File: src/rtl/irq_arb_pkg.sv
package irq_arb_pkg;
  typedef enum logic [1:0] {
    ST_IDLE = 2'd0,
    ST_DMA  = 2'd1,
    ST_IRQ  = 2'd2
  } arb_state_e;

  localparam logic [1:0] MODE_DIRECT = 2'b00;
  localparam logic [1:0] MODE_FIXED  = 2'b01;
  localparam logic [1:0] MODE_TABLE  = 2'b10;
endpackage

File: src/rtl/irq_edge_latch.sv
module irq_edge_latch (
  input  logic clk,
  input  logic rst_n,
  input  logic pin,
  input  logic clr,
  output logic pend
);
  logic prev_q, pend_q, pend_d, rise;

  assign rise   = pin & ~prev_q;
  assign pend_d = rise | (pend_q & ~clr);

  always_ff @(posedge clk or negedge rst_n) begin
    if (!rst_n) begin
      prev_q <= 1'b0;
      pend_q <= 1'b0;
    end else begin
      prev_q <= pin;
      pend_q <= pend_d;
    end
  end

  assign pend = pend_q;

  // an edge is never lost
  a_r4_edge_latched: assert property (@(posedge clk) disable iff (!rst_n)
    rise |=> pend_q);
endmodule

File: src/rtl/irq_vec_calc.sv
module irq_vec_calc #(
  parameter int AW = 16,
  parameter int TW = 7,
  parameter logic [AW-1:0] NMI_ADDR = '0,
  parameter logic [AW-1:0] FIX_ADDR = '0
) (
  input  logic          is_nmi,
  input  logic [1:0]    mode,
  input  logic [AW-1:0] periph_addr,
  input  logic [TW-1:0] int_type,
  input  logic [AW-1:0] vec_base,
  output logic [AW-1:0] addr,
  output logic          is_table
);
  import irq_arb_pkg::*;
  localparam int PADW = AW - TW - 1;

  logic [AW-1:0] offs;

  generate
    if (PADW > 0) begin : g_pad
      assign offs = {{PADW{1'b0}}, int_type, 1'b0};
    end else begin : g_nopad
      assign offs = AW'({int_type, 1'b0});
    end
  endgenerate

  always_comb begin
    addr     = FIX_ADDR;
    is_table = 1'b0;
    if (is_nmi) begin
      addr = NMI_ADDR;
    end else begin
      case (mode)
        MODE_DIRECT: addr = periph_addr;
        MODE_TABLE: begin
          addr     = vec_base + offs;
          is_table = 1'b1;
        end
        default:     addr = FIX_ADDR;
      endcase
    end
  end
endmodule

File: src/rtl/irq_arbiter.sv
module irq_arbiter #(
  parameter int AW = 16,
  parameter int TW = 7,
  parameter logic [AW-1:0] NMI_ADDR = 16'h0040,
  parameter logic [AW-1:0] FIX_ADDR = 16'h0100
) (
  input  logic          clk,
  input  logic          rst_n,
  input  logic          dma_req,
  input  logic          nmi_pin,
  input  logic          int_req,
  input  logic          cycle_end,
  input  logic          instr_end,
  input  logic          ie_flag,
  input  logic          ack,
  input  logic [1:0]    int_mode,
  input  logic [AW-1:0] periph_addr,
  input  logic [TW-1:0] int_type,
  input  logic [AW-1:0] vec_base,
  output logic          dma_grant,
  output logic          irq_grant,
  output logic          irq_nmi,
  output logic [AW-1:0] tgt_addr,
  output logic          tgt_is_table
);
  import irq_arb_pkg::*;

  arb_state_e    st_q, st_d;
  logic          nmi_pend, nmi_clr, load;
  logic          src_q;
  logic [AW-1:0] addr_q, addr_c;
  logic          tbl_q, tbl_c;

  irq_edge_latch u_nmi (
    .clk   (clk),
    .rst_n (rst_n),
    .pin   (nmi_pin),
    .clr   (nmi_clr),
    .pend  (nmi_pend)
  );

  irq_vec_calc #(
    .AW(AW), .TW(TW), .NMI_ADDR(NMI_ADDR), .FIX_ADDR(FIX_ADDR)
  ) u_vec (
    .is_nmi      (nmi_pend),
    .mode        (int_mode),
    .periph_addr (periph_addr),
    .int_type    (int_type),
    .vec_base    (vec_base),
    .addr        (addr_c),
    .is_table    (tbl_c)
  );

  // next-state process
  always_comb begin
    st_d    = st_q;
    load    = 1'b0;
    nmi_clr = 1'b0;
    case (st_q)
      ST_IDLE: begin
        if (dma_req && cycle_end) begin
          st_d = ST_DMA;
        end else if (instr_end && (nmi_pend || (int_req && ie_flag))) begin
          st_d = ST_IRQ;
          load = 1'b1;
        end
      end
      ST_DMA: if (!dma_req) st_d = ST_IDLE;
      ST_IRQ: begin
        if (ack) begin
          st_d    = ST_IDLE;
          nmi_clr = src_q;
        end
      end
      default: st_d = ST_IDLE;
    endcase
  end

  // register process
  always_ff @(posedge clk or negedge rst_n) begin
    if (!rst_n) begin
      st_q   <= ST_IDLE;
      src_q  <= 1'b0;
      addr_q <= '0;
      tbl_q  <= 1'b0;
    end else begin
      st_q <= st_d;
      if (load) begin
        src_q  <= nmi_pend;
        addr_q <= addr_c;
        tbl_q  <= tbl_c;
      end
    end
  end

  assign dma_grant    = (st_q == ST_DMA);
  assign irq_grant    = (st_q == ST_IRQ);
  assign irq_nmi      = src_q;
  assign tgt_addr     = addr_q;
  assign tgt_is_table = tbl_q;


  a_r1_one_grant: assert property (@(posedge clk) disable iff (!rst_n)
    !(dma_grant && irq_grant));

  a_r2_dma_at_cycle_end: assert property (@(posedge clk) disable iff (!rst_n)
    $rose(dma_grant) |-> $past(dma_req && cycle_end));

  a_r3_dma_held: assert property (@(posedge clk) disable iff (!rst_n)
    dma_grant && dma_req |=> dma_grant);
  // interrupts start only at an instruction end
  a_r4_irq_at_instr_end: assert property (@(posedge clk) disable iff (!rst_n)
    $rose(irq_grant) |-> $past(instr_end));

  a_r5_int_needs_ie: assert property (@(posedge clk) disable iff (!rst_n)
    $rose(irq_grant) && !irq_nmi |-> $past(ie_flag));

  a_r7_grant_frozen: assert property (@(posedge clk) disable iff (!rst_n)
    irq_grant && !ack |=> irq_grant && $stable(tgt_addr) && $stable(irq_nmi));

  a_r8_nmi_target: assert property (@(posedge clk) disable iff (!rst_n)
    irq_grant && irq_nmi |-> tgt_addr == NMI_ADDR && !tgt_is_table);
endmodule

File: config.mk
export PLATFORM = sky130hd
export DESIGN_NAME = irq_arbiter
export DESIGN_NICKNAME = d
export VERILOG_FILES = /design/src/rtl/irq_arb_pkg.sv /design/src/rtl/irq_edge_latch.sv /design/src/rtl/irq_vec_calc.sv /design/src/rtl/irq_arbiter.sv
export SDC_FILE = /design/constraint.sdc
export NUM_CORES = 1
export LEC_CHECK = 0
export BUFFER_PORTS_ARGS = -buffer_cell sky130_fd_sc_hd__buf_4
export CAP_MARGIN = 20
export CORE_AREA = 2 2 67 69
export DETAILED_ROUTE_END_ITERATION = 8
export DIE_AREA = 0 0 69 71
export PLACE_DENSITY = 0.7
export SETUP_SLACK_MARGIN = 0.4
export SKIP_LAST_GASP = 1
export SLEW_MARGIN = 20
export SYNTH_ARGS = -nofsm -noshare
export SYNTH_HDL_FRONTEND = slang
export SYNTH_HIERARCHICAL = 1
export SYNTH_SLANG_ARGS = --single-unit
File: constraint.sdc
create_clock -name clk -period 1.7 [get_ports clk]
set_clock_uncertainty 0.15 [all_clocks]
set_input_delay 0.085 -clock clk [delete_from_list [all_inputs] [get_ports clk]]
set_output_delay 0.085 -clock clk [all_outputs]
set_load 0.01 [all_outputs]
==> run metrics, run 1 <==
chip width=69 µm; top area cells in the synthesized netlist=dfrtp_1, mux2_4, mux2_2, ha_1, o21ai_0; ant diodes=0; layout cells sized above 1=0.565; placed inst area=approximately 2400 µm²; Critical Path RT=1.76 ns; gr usage total=0.198; FP Rows=24; Netlist cell types=44; Ports=70; TritonRoute pass-1 iters=4; RSZ-0062 raised after global routing=true; WL/cell=approximately 15 µm; Syn Std Cell Area=about 1600 µm²; Worst setup endpoint=tgt_addr[13]$_DFFE_PN0P_; worst hold path class=in2reg; placed insts=302; P&R area growth vs syn=75.6%; vias in the first global route=roughly 1700; Root Driver=clkbuf_8; failing checks=negative setup slack; pre-CTS setup slack=-0.356 ns; Final min period=1.75 ns; Synth Net Count=221; maximum vdd ir drop=0.628 mV; TritonCTS buffer count=3; Slew Limit Fails=0; worst reg-to-reg setup slack=-0.05 ns; starting density of the core=0.380; sequential area share after synthesis=0.345; DR DRC count=0; Routed WL=just under 5000 µm; IO Port Bufs=69; Placer Congestion=around 0.83; clk slew on worst S/H paths=0.09 ns; synthesized flop and latch total=22; fin crit share=1.03; synthesized area per cell=9.80 µm²; grt ovf=0; Post-synth EDFFs=0; Cell Pwr Density=~820 nW/µm²; crit start category=flip-flop; crit-path max FO=2; H-tree depth=1; post-detailed-route count of antenna-violating nets=0; Pwr Total=~2300 µW; DIE AREA=around 4900 µm²; Hold Vio Cnt, Final=0; FF-to-FF Start=u_nmi/pend$_DFF_PN0_; Final WS setup=-0.0456 ns; post-route cell area=around 2800 µm²; FF-to-FF path depth=5; Max-cap violations=0; Post-synth ARST share=1.00; most frequent cell after synthesis=dfrtp_1; DRT iter0 DRCs=around 110; net count reported at finish=328; worst r2r dst=tgt_addr[13]$_DFFE_PN0P_; crit path kind=reg2reg; biggest area consumer among synthesized cells=dfrtp_1; clock buffer depth=2; Cells after Synth=between 150 and 200; largest net degree at the start of global routing=23; status=finished with violations; vias per inst=~5.2; synth warn=6; FMAX=between 0.5 and 0.6 GHz; Chip Height=between 70 and 80 µm; crit path DAT=around 1.8 ns; CTS tree=done; number of antenna violations at the first check in global routing=0; Synth top cells by count=dfrtp_1, o21ai_0, nor2_1; Worst-Skew Late Latency=roughly 0.26 ns; CP startpoint=u_nmi/pend$_DFF_PN0_; Top FF cell, synth=dfrtp_1; Max-slew headroom=0.713; Final Non-Filler Cells=approximately 320; Synth top area share=0.345; via count=between 1500 and 2000; min-delay src=periph_addr[6]; P_leak=0.00137 µW; global-route wire length before repair=7890 µm; core box area=4200 µm²; Least-Margin Pin Slew=roughly 0.43 ns; Post-DP HPWL=3490 µm; clk sinks=22; crit path capture type=flip-flop; Setup-failing EPs final=1
## cell type report
| cell class | count | area [µm²] |
|---|---|---|
| fillers | 350 | 1400 |
| multi-input cells | 127 | 1190 |
| repair buffers | 107 | 911 |
| flip-flops and latches | 22 | 551 |
| well taps | 52 | 65.1 |
| clock buffers | 4 | 55.1 |
| inverters | 9 | 33.8 |
## worst max-delay path, cell delays in order (launching register included)
cell     delay (ns)
dfrtp_1        0.39
or2_1          0.22
or3_1          0.31
or4_4          0.42
nand3_2        0.07
mux2_4         0.14
## worst min-delay path by stage
stage	to	slack, ns	cells past startpoint
detailed placement	tgt_addr[11]$_DFFE_PN0P_	-0.15	1
global route	irq_nmi$_DFFE_PN0P_	0.04	3
CTS	irq_nmi$_DFFE_PN0P_	0.00006	3
floorplan	irq_nmi$_DFFE_PN0P_	-0.36	0
global placement	tgt_addr[11]$_DFFE_PN0P_	-0.15	1
finish	tgt_addr[6]$_DFFE_PN0P_	0.03	4
## stage by stage
stage / hold slack [ns] / util / setup TNS (ns)
after global placement: -0.155 / 0.580 / -2.66
after global routing: 0.0439 / 0.668 / -0.517
final: 0.0284 / 0.668 / -0.0456
after detailed placement: -0.154 / 0.580 / -2.81
after CTS: 0.0000639 / 0.636 / -0.142
after floorplan: -0.361 / - / -0.569
## what timing repair did
item                                    in CTS  in global routing
hold buffers                                 6                  0
endpoints found under the hold margin       27                  0
gates cloned                                 1                  0
endpoints found under the setup margin      19                 21
resized for setup                           17                 25
buffers inserted                             4                  4
pin swaps                                   19                 15
## report_power, final
part | internal, µW | switching [µW] | total (µW)
sequential | 640 | 82.5 | 723
combinational | 695 | 486 | 1180
clock | 207 | 179 | 386
## metal layers
metal  vias up  routed length [µm]  GRT usage
met5         -                   0          0
met2        52                2630      0.362
met1       801                1940      0.235
met3         4                 273     0.0456
met4         0                  46     0.0501
li1        826                   -          -
## placed cells by master, fill, tap and decap left out, types with 3 or more instances in the layout
cell	n
a21oi_2	3
a31oi_1	5
a21o_1	3
o21ai_0	10
a21oi_1	5
clkbuf_8	4
nor2_1	9
mux2_2	7
buf_6	16
mux2i_1	3
nand2_1	7
nand3_1	3
o211ai_1	3
buf_4	83
mux2_4	10
dfrtp_1	22
or3_1	4
dlygate4sd3_1	6
nand4_1	3
inv_1	8
o21ai_1	3
ha_4	6
o21ai_2	3
and3_1	6
## registers in the layout, summed over array words and instances (netlist names)
name          flops
irq_nmi           1
u_nmi/prev_q      1
st_q              2
tgt_addr         16
tgt_is_table      1
u_nmi/pend        1
## cell families after synthesis
family / Yosys count / synth area share
XOR/XNOR: 5 / 0.0274
multiplexers: 20 / 0.160
AO/OA/AOI/OAI: 49 / 0.200
buffers and inverters: 14 / 0.0384
adder cells (fa/ha/maj): 8 / 0.0673
AND/OR/NAND/NOR: 45 / 0.162
flip-flops: 22 / 0.345
Power figures use the tool's default switching activity.
==> run 2, diff against run 1 <==
Settings changed: RECOVER_POWER from default to 25.
Clock period 1.7 ns to 1.54 ns, I/O delays scaled along.
==> run 2 against run 1 <==
Net effect:
- sequential share of layout area barely moved
- first-iteration DRC count fell by 39%
- the flow still finishes with violations (negative setup slack)
- worst setup slack got worse by 0.13 ns
- final cell count rose by 1.6%
- register-to-register slack got worse by 0.13 ns
- combinational power rose by 10%
- count of clock-buffer cells in the layout fell by 1
- die area did not move
- fmax rose by 1.7%
- clock power fell by 8.8%
- critical path type unchanged
- via count rose by 2.2%
- power rose by 7.0%
==> run metrics, run 2 (same netlist as run 1, synthesis figures left out) <==
status=finished with violations; failing checks=negative setup slack; Cell Pwr Density=a little under 900 nW/µm²; Hold Vio Cnt, Final=0; Placer Congestion=just under 0.9; worst hold path class=in2reg; vias in the first global route=between 1500 and 2000; layout filler cell count=360; register area=around 550 µm²; clock buffer depth=2; Worst path slowest cell=or4_1; min-delay src=periph_addr[7]; post-detailed-route count of antenna-violating nets=0; commonest non-fill, non-tap cell in the layout=buf_4; P_leak=0.00137 µW; RSZ-0062 raised after global routing=true; max reg flops=16; FF-to-FF Start=u_nmi/pend$_DFF_PN0_; net count reported at finish=approximately 330; commonest cells after routing, fill and taps aside=buf_4, dfrtp_1, buf_6; Final WS setup=-0.176 ns; vias per inst=about 5.3; DR DRC count=0; DIE AREA=a little under 5000 µm²; max incr delay on CP=roughly 0.40 ns; Critical Path RT=about 1.6 ns; gr usage total=0.198; crit path capture type=flip-flop; crit start category=flip-flop; core box area=4200 µm²; fin crit share=1.11; via count=~1700; grt ovf=0; clk slew on worst S/H paths=approximately 0.08 ns; maximum vdd ir drop=roughly 0.61 mV; CP cell instances=or2_1 > or3_1 > or4_1 > nand3_1 > mux2_4; TritonRoute pass-1 iters=4; clk sinks=22; number of antenna violations at the first check in global routing=0; starting density of the core=0.380; ant diodes=0; IO Port Bufs=a little under 70; Max-slew headroom=0.622; layout cells sized above 1=0.569; H-tree depth=1; WL/cell=about 15 µm; Root Driver=clkbuf_8; Chip Height=just over 70 µm; Final min period=roughly 1.7 ns; crit-path max FO=2; CTS tree=done; global-route wire length before repair=~8000 µm; Slew Limit Fails=0; Setup-failing EPs final=18; TritonCTS buffer count=3; Routed WL=4960 µm; Least-Margin Pin Slew=0.567 ns; Max-cap violations=0; FP Rows=24; DRT iter0 DRCs=between 60 and 70; CP startpoint=u_nmi/pend$_DFF_PN0_; Post-DP HPWL=around 3600 µm; Pwr Total=roughly 2400 µW; Worst-Skew Late Latency=approximately 0.26 ns; largest net degree at the start of global routing=23; P&R area growth vs syn=76.4%; total negative setup slack=-1.64 ns; Multi-input gate area=roughly 1200 µm²; Ports=70; chip width=slightly below 70 µm; crit path kind=reg2reg; crit path DAT=~1.8 ns; FMAX=approximately 0.58 GHz
## run 2: timing repair
item | in CTS | in global routing
endpoints found under the hold margin | 27 | 0
setup buffers | 5 | 5
setup endpoints to repair | 22 | 23
cloned | 0 | 1
hold buffers | 7 | 0
pin swaps | 25 | 13
resized for setup | 19 | 16
## run 2: layout make-up
| type | count | share of cell area |
|---|---|---|
| multi-input combinational | 127 | 0.417 |
| timing repair buffer | 113 | 0.337 |
| clock buffer | 3 | 0.0147 |
| tap | 52 | 0.0231 |
| inverter | 9 | 0.0120 |
| sequential | 22 | 0.196 |
## run 2: power by group
| part | total, µW | internal [µW] | switching [µW] | leakage (µW) |
|---|---|---|---|---|
| Sequential | 797 | 708 | 88.8 | 0.000286 |
| Clock | 352 | 174 | 178 | 0.0000216 |
| Combinational | 1300 | 767 | 532 | 0.00106 |
## run 2: path summary, 6_finish.rpt
kind	end	slack [ns]	depth (start not counted)
min in group asynchronous	tgt_addr[11]$_DFFE_PN0P_	0.18	2
worst max register to register	tgt_addr[13]$_DFFE_PN0P_	-0.18	5
max in group asynchronous	st_q[1]$_DFFE_PN0P_	0.65	2
worst min-delay path	tgt_addr[7]$_DFFE_PN0P_	0.04	4
worst max-delay path	tgt_addr[13]$_DFFE_PN0P_	-0.18	5
worst min register to register	u_nmi/pend$_DFF_PN0_	0.30	1
## run 2: critical path: cells and delay by family, from the launching register on
family           cells  cell delay [ns]
flip-flops           1             0.39
multiplexers         1             0.13
AND/OR/NAND/NOR      4             1.00
## run 2: metrics by stage
stage,utilization,hold slack [ns],std cells,instance area (µm²),worst slack [ns]
3_3_place_gp,0.585,-0.165,305,2460,-0.471
4_1_cts,0.640,0.0154,320,2690,-0.177
5_1_grt,0.670,0.0492,326,2820,-0.211
2_1_floorplan,-,-0.369,163,1700,-0.283
6_report,0.670,0.0430,326,2820,-0.176
3_5_place_dp,0.585,-0.162,305,2460,-0.474
## run 2: routing by layer
layer  share of wire  global-route usage  vias to the layer above
met5               0                   0                        -
met4           0.018              0.0153                        0
met3           0.054              0.0427                       10
met2            0.51               0.366                       58
met1            0.42               0.247                      818
li1                -                   -                      834
==> run 3, diff against run 2 <==
Settings changed: CELL_PAD_IN_SITES_DETAIL_PLACEMENT from default to 1, CELL_PAD_IN_SITES_GLOBAL_PLACEMENT from default to 2, CORE_AREA 2 2 67 69 to 2 2 83 85, DIE_AREA 0 0 69 71 to 0 0 85 87, PLACE_DENSITY 0.7 to default, PLACE_DENSITY_LB_ADDON from default to 0.1.
==> run 3 against run 2 <==
Net effect:
- the run still ends with negative setup slack left
- combinational power is essentially flat
- final cell count grew 8.0%
- register-to-register slack lost 0.07 ns
- largest power group unchanged
==> run metrics, run 3 (same netlist as run 1, synthesis figures left out) <==
Internal Power=~1700 µW; failing checks=negative setup slack; min-delay src=int_req; Cell Pwr Density=between 800 and 900 nW/µm²; Placer Congestion=between 0.8 and 0.9; ant diodes=0; M1 WL=around 2500 µm; core box area=about 6600 µm²; Max-slew headroom=0.625; crit path DAT=between 1.5 and 2 ns; switching share of power=0.325; Logic pwr share=0.533; gr usage total=0.155; Chip Height=between 80 and 90 µm; Least-Margin Pin Slew=~0.56 ns; crit start category=flip-flop; crit-path max FO=2; layout filler cell count=about 740; IO Port Bufs=~70; Final WS setup=-0.251 ns; Setup-failing EPs final=17; routed wl met2=2930 µm; number of antenna violations at the first check in global routing=0; clk slew on worst S/H paths=around 0.07 ns; clock buffer depth=2; Pwr Total=around 2500 µW; post-route cell area=2820 µm²; Final min period=around 1.8 ns; RSZ-0062 raised after global routing=true; Critical Path RT=between 1.5 and 2 ns; Post-DP HPWL=about 4400 µm; global-route wire length before repair=slightly above 9000 µm; placed inst area=between 2000 and 2500 µm²; CP cell instances=or2_1 > or3_1 > or4_1 > nand3_2 > mux2_4; register area=~550 µm²; layout cells sized above 1=0.555; met3 WL=193 µm; TritonCTS buffer count=3; DRT iter0 DRCs=31; starting density of the core=0.243; Worst-Skew Late Latency=~0.26 ns; Worst path slowest cell=or4_1; P_leak=0.00138 µW; chip width=approximately 85 µm; crit path kind=reg2reg; via count=1670; Routed WL=around 5700 µm; vias per inst=~4.7; pre-CTS setup slack=-0.564 ns; commonest non-fill, non-tap cell in the layout=buf_4; grt ovf=0; WL/cell=around 16 µm; DIE AREA=approximately 7400 µm²; max layer used=met4; FF-to-FF Start=u_nmi/pend$_DFF_PN0_; Max-cap violations=0; worst hold path class=in2reg; Slew Limit Fails=0; post-detailed-route count of antenna-violating nets=0; Multi-input gate area=between 1000 and 1500 µm²; NetSw=~800 µW; H-tree depth=1; DR DRC count=0; maximum vdd ir drop=0.608 mV; commonest cells after routing, fill and taps aside=buf_4, dfrtp_1, buf_6; max incr delay on CP=~0.42 ns; FMAX=around 0.56 GHz; vias in the first global route=~1900; Root Driver=clkbuf_8; sequential share of power=0.325; Ports=70; FP Rows=30; clk sinks=22; status=finished with violations; TritonRoute pass-1 iters=4; Final Util=0.430; crit path capture type=flip-flop; fin crit share=1.16; Hold Vio Cnt, Final=0; P&R area growth vs syn=76.7%; CP startpoint=u_nmi/pend$_DFF_PN0_; CTS tree=done; largest net degree at the start of global routing=23; max reg flops=16; Clk pwr share=0.142; net count reported at finish=around 330
-- run 3: cell count changes in the layout (fill, tap and decap cells not counted), moves of 2 or more --
| cell | previous run | this run |
|---|---|---|
| a31o_4 | 2 | 0 |
| o21ai_1 | 3 | 5 |
| o21ai_2 | 2 | 0 |
| dlygate4sd3_1 | 7 | 5 |
| a31o_2 | 0 | 2 |
-- run 3: layout make-up --
cell class,count,area share
inverters,9,0.0128
well taps,80,0.0354
repair buffers,111,0.336
multi-input cells,127,0.406
clock buffers,3,0.0146
flip-flops and latches,22,0.195
-- run 3: path summary, 6_finish.rpt --
| kind | end | slack [ns] | depth (start not counted) |
|---|---|---|---|
| worst max-delay path | tgt_addr[13]$_DFFE_PN0P_ | -0.25 | 5 |
| worst min-delay path | irq_nmi$_DFFE_PN0P_ | 0.008 | 3 |
| worst max register to register | tgt_addr[13]$_DFFE_PN0P_ | -0.25 | 5 |
| worst min register to register | u_nmi/pend$_DFF_PN0_ | 0.30 | 1 |
| max in group asynchronous | tgt_addr[14]$_DFFE_PN0P_ | 0.68 | 2 |
| min in group asynchronous | st_q[0]$_DFFE_PN0P_ | 0.19 | 2 |
-- run 3: stage by stage --
step           cells  setup TNS (ns)  hold WS (ns)
2_1_floorplan    163           -1.89        -0.369
3_3_place_gp     332           -4.74        -0.170
3_5_place_dp     332           -5.11        -0.165
4_1_cts          348           -2.20       0.00575
5_1_grt          352           -3.23        0.0399
6_report         352           -2.21       0.00766
-- run 3: repair_timing --
| item | CTS | global route |
|---|---|---|
| endpoints found under the setup margin | 22 | 22 |
| hold buffers | 5 | 0 |
| hold endpoints to repair | 26 | 0 |
| gates resized for setup | 20 | 9 |
| pin swaps | 12 | 9 |
| cloned | 1 | 0 |
| setup buffers | 7 | 4 |
-- run 3: power by group through the flow --
stage | Combinational [µW] | Clock [µW] | Sequential (µW)
floorplan | 500 | 0 | 849
global placement | 1100 | 0 | 803
detailed placement | 1120 | 0 | 811
CTS | 1260 | 365 | 801
global route | 1420 | 386 | 816
finish | 1310 | 349 | 799
-- run 3: worst max-delay path: cells and delay by family (launching register included) --
family           cells  cell delay [ns]
flip-flops           1             0.39
multiplexers         1             0.13
AND/OR/NAND/NOR      4             1.07
-- run 3: layer usage --
metal | track usage | vias to the layer above
met5 | 0 | -
met4 | 0.0390 | 0
met3 | 0.0171 | 4
met2 | 0.276 | 39
met1 | 0.200 | 798
li1 | - | 829
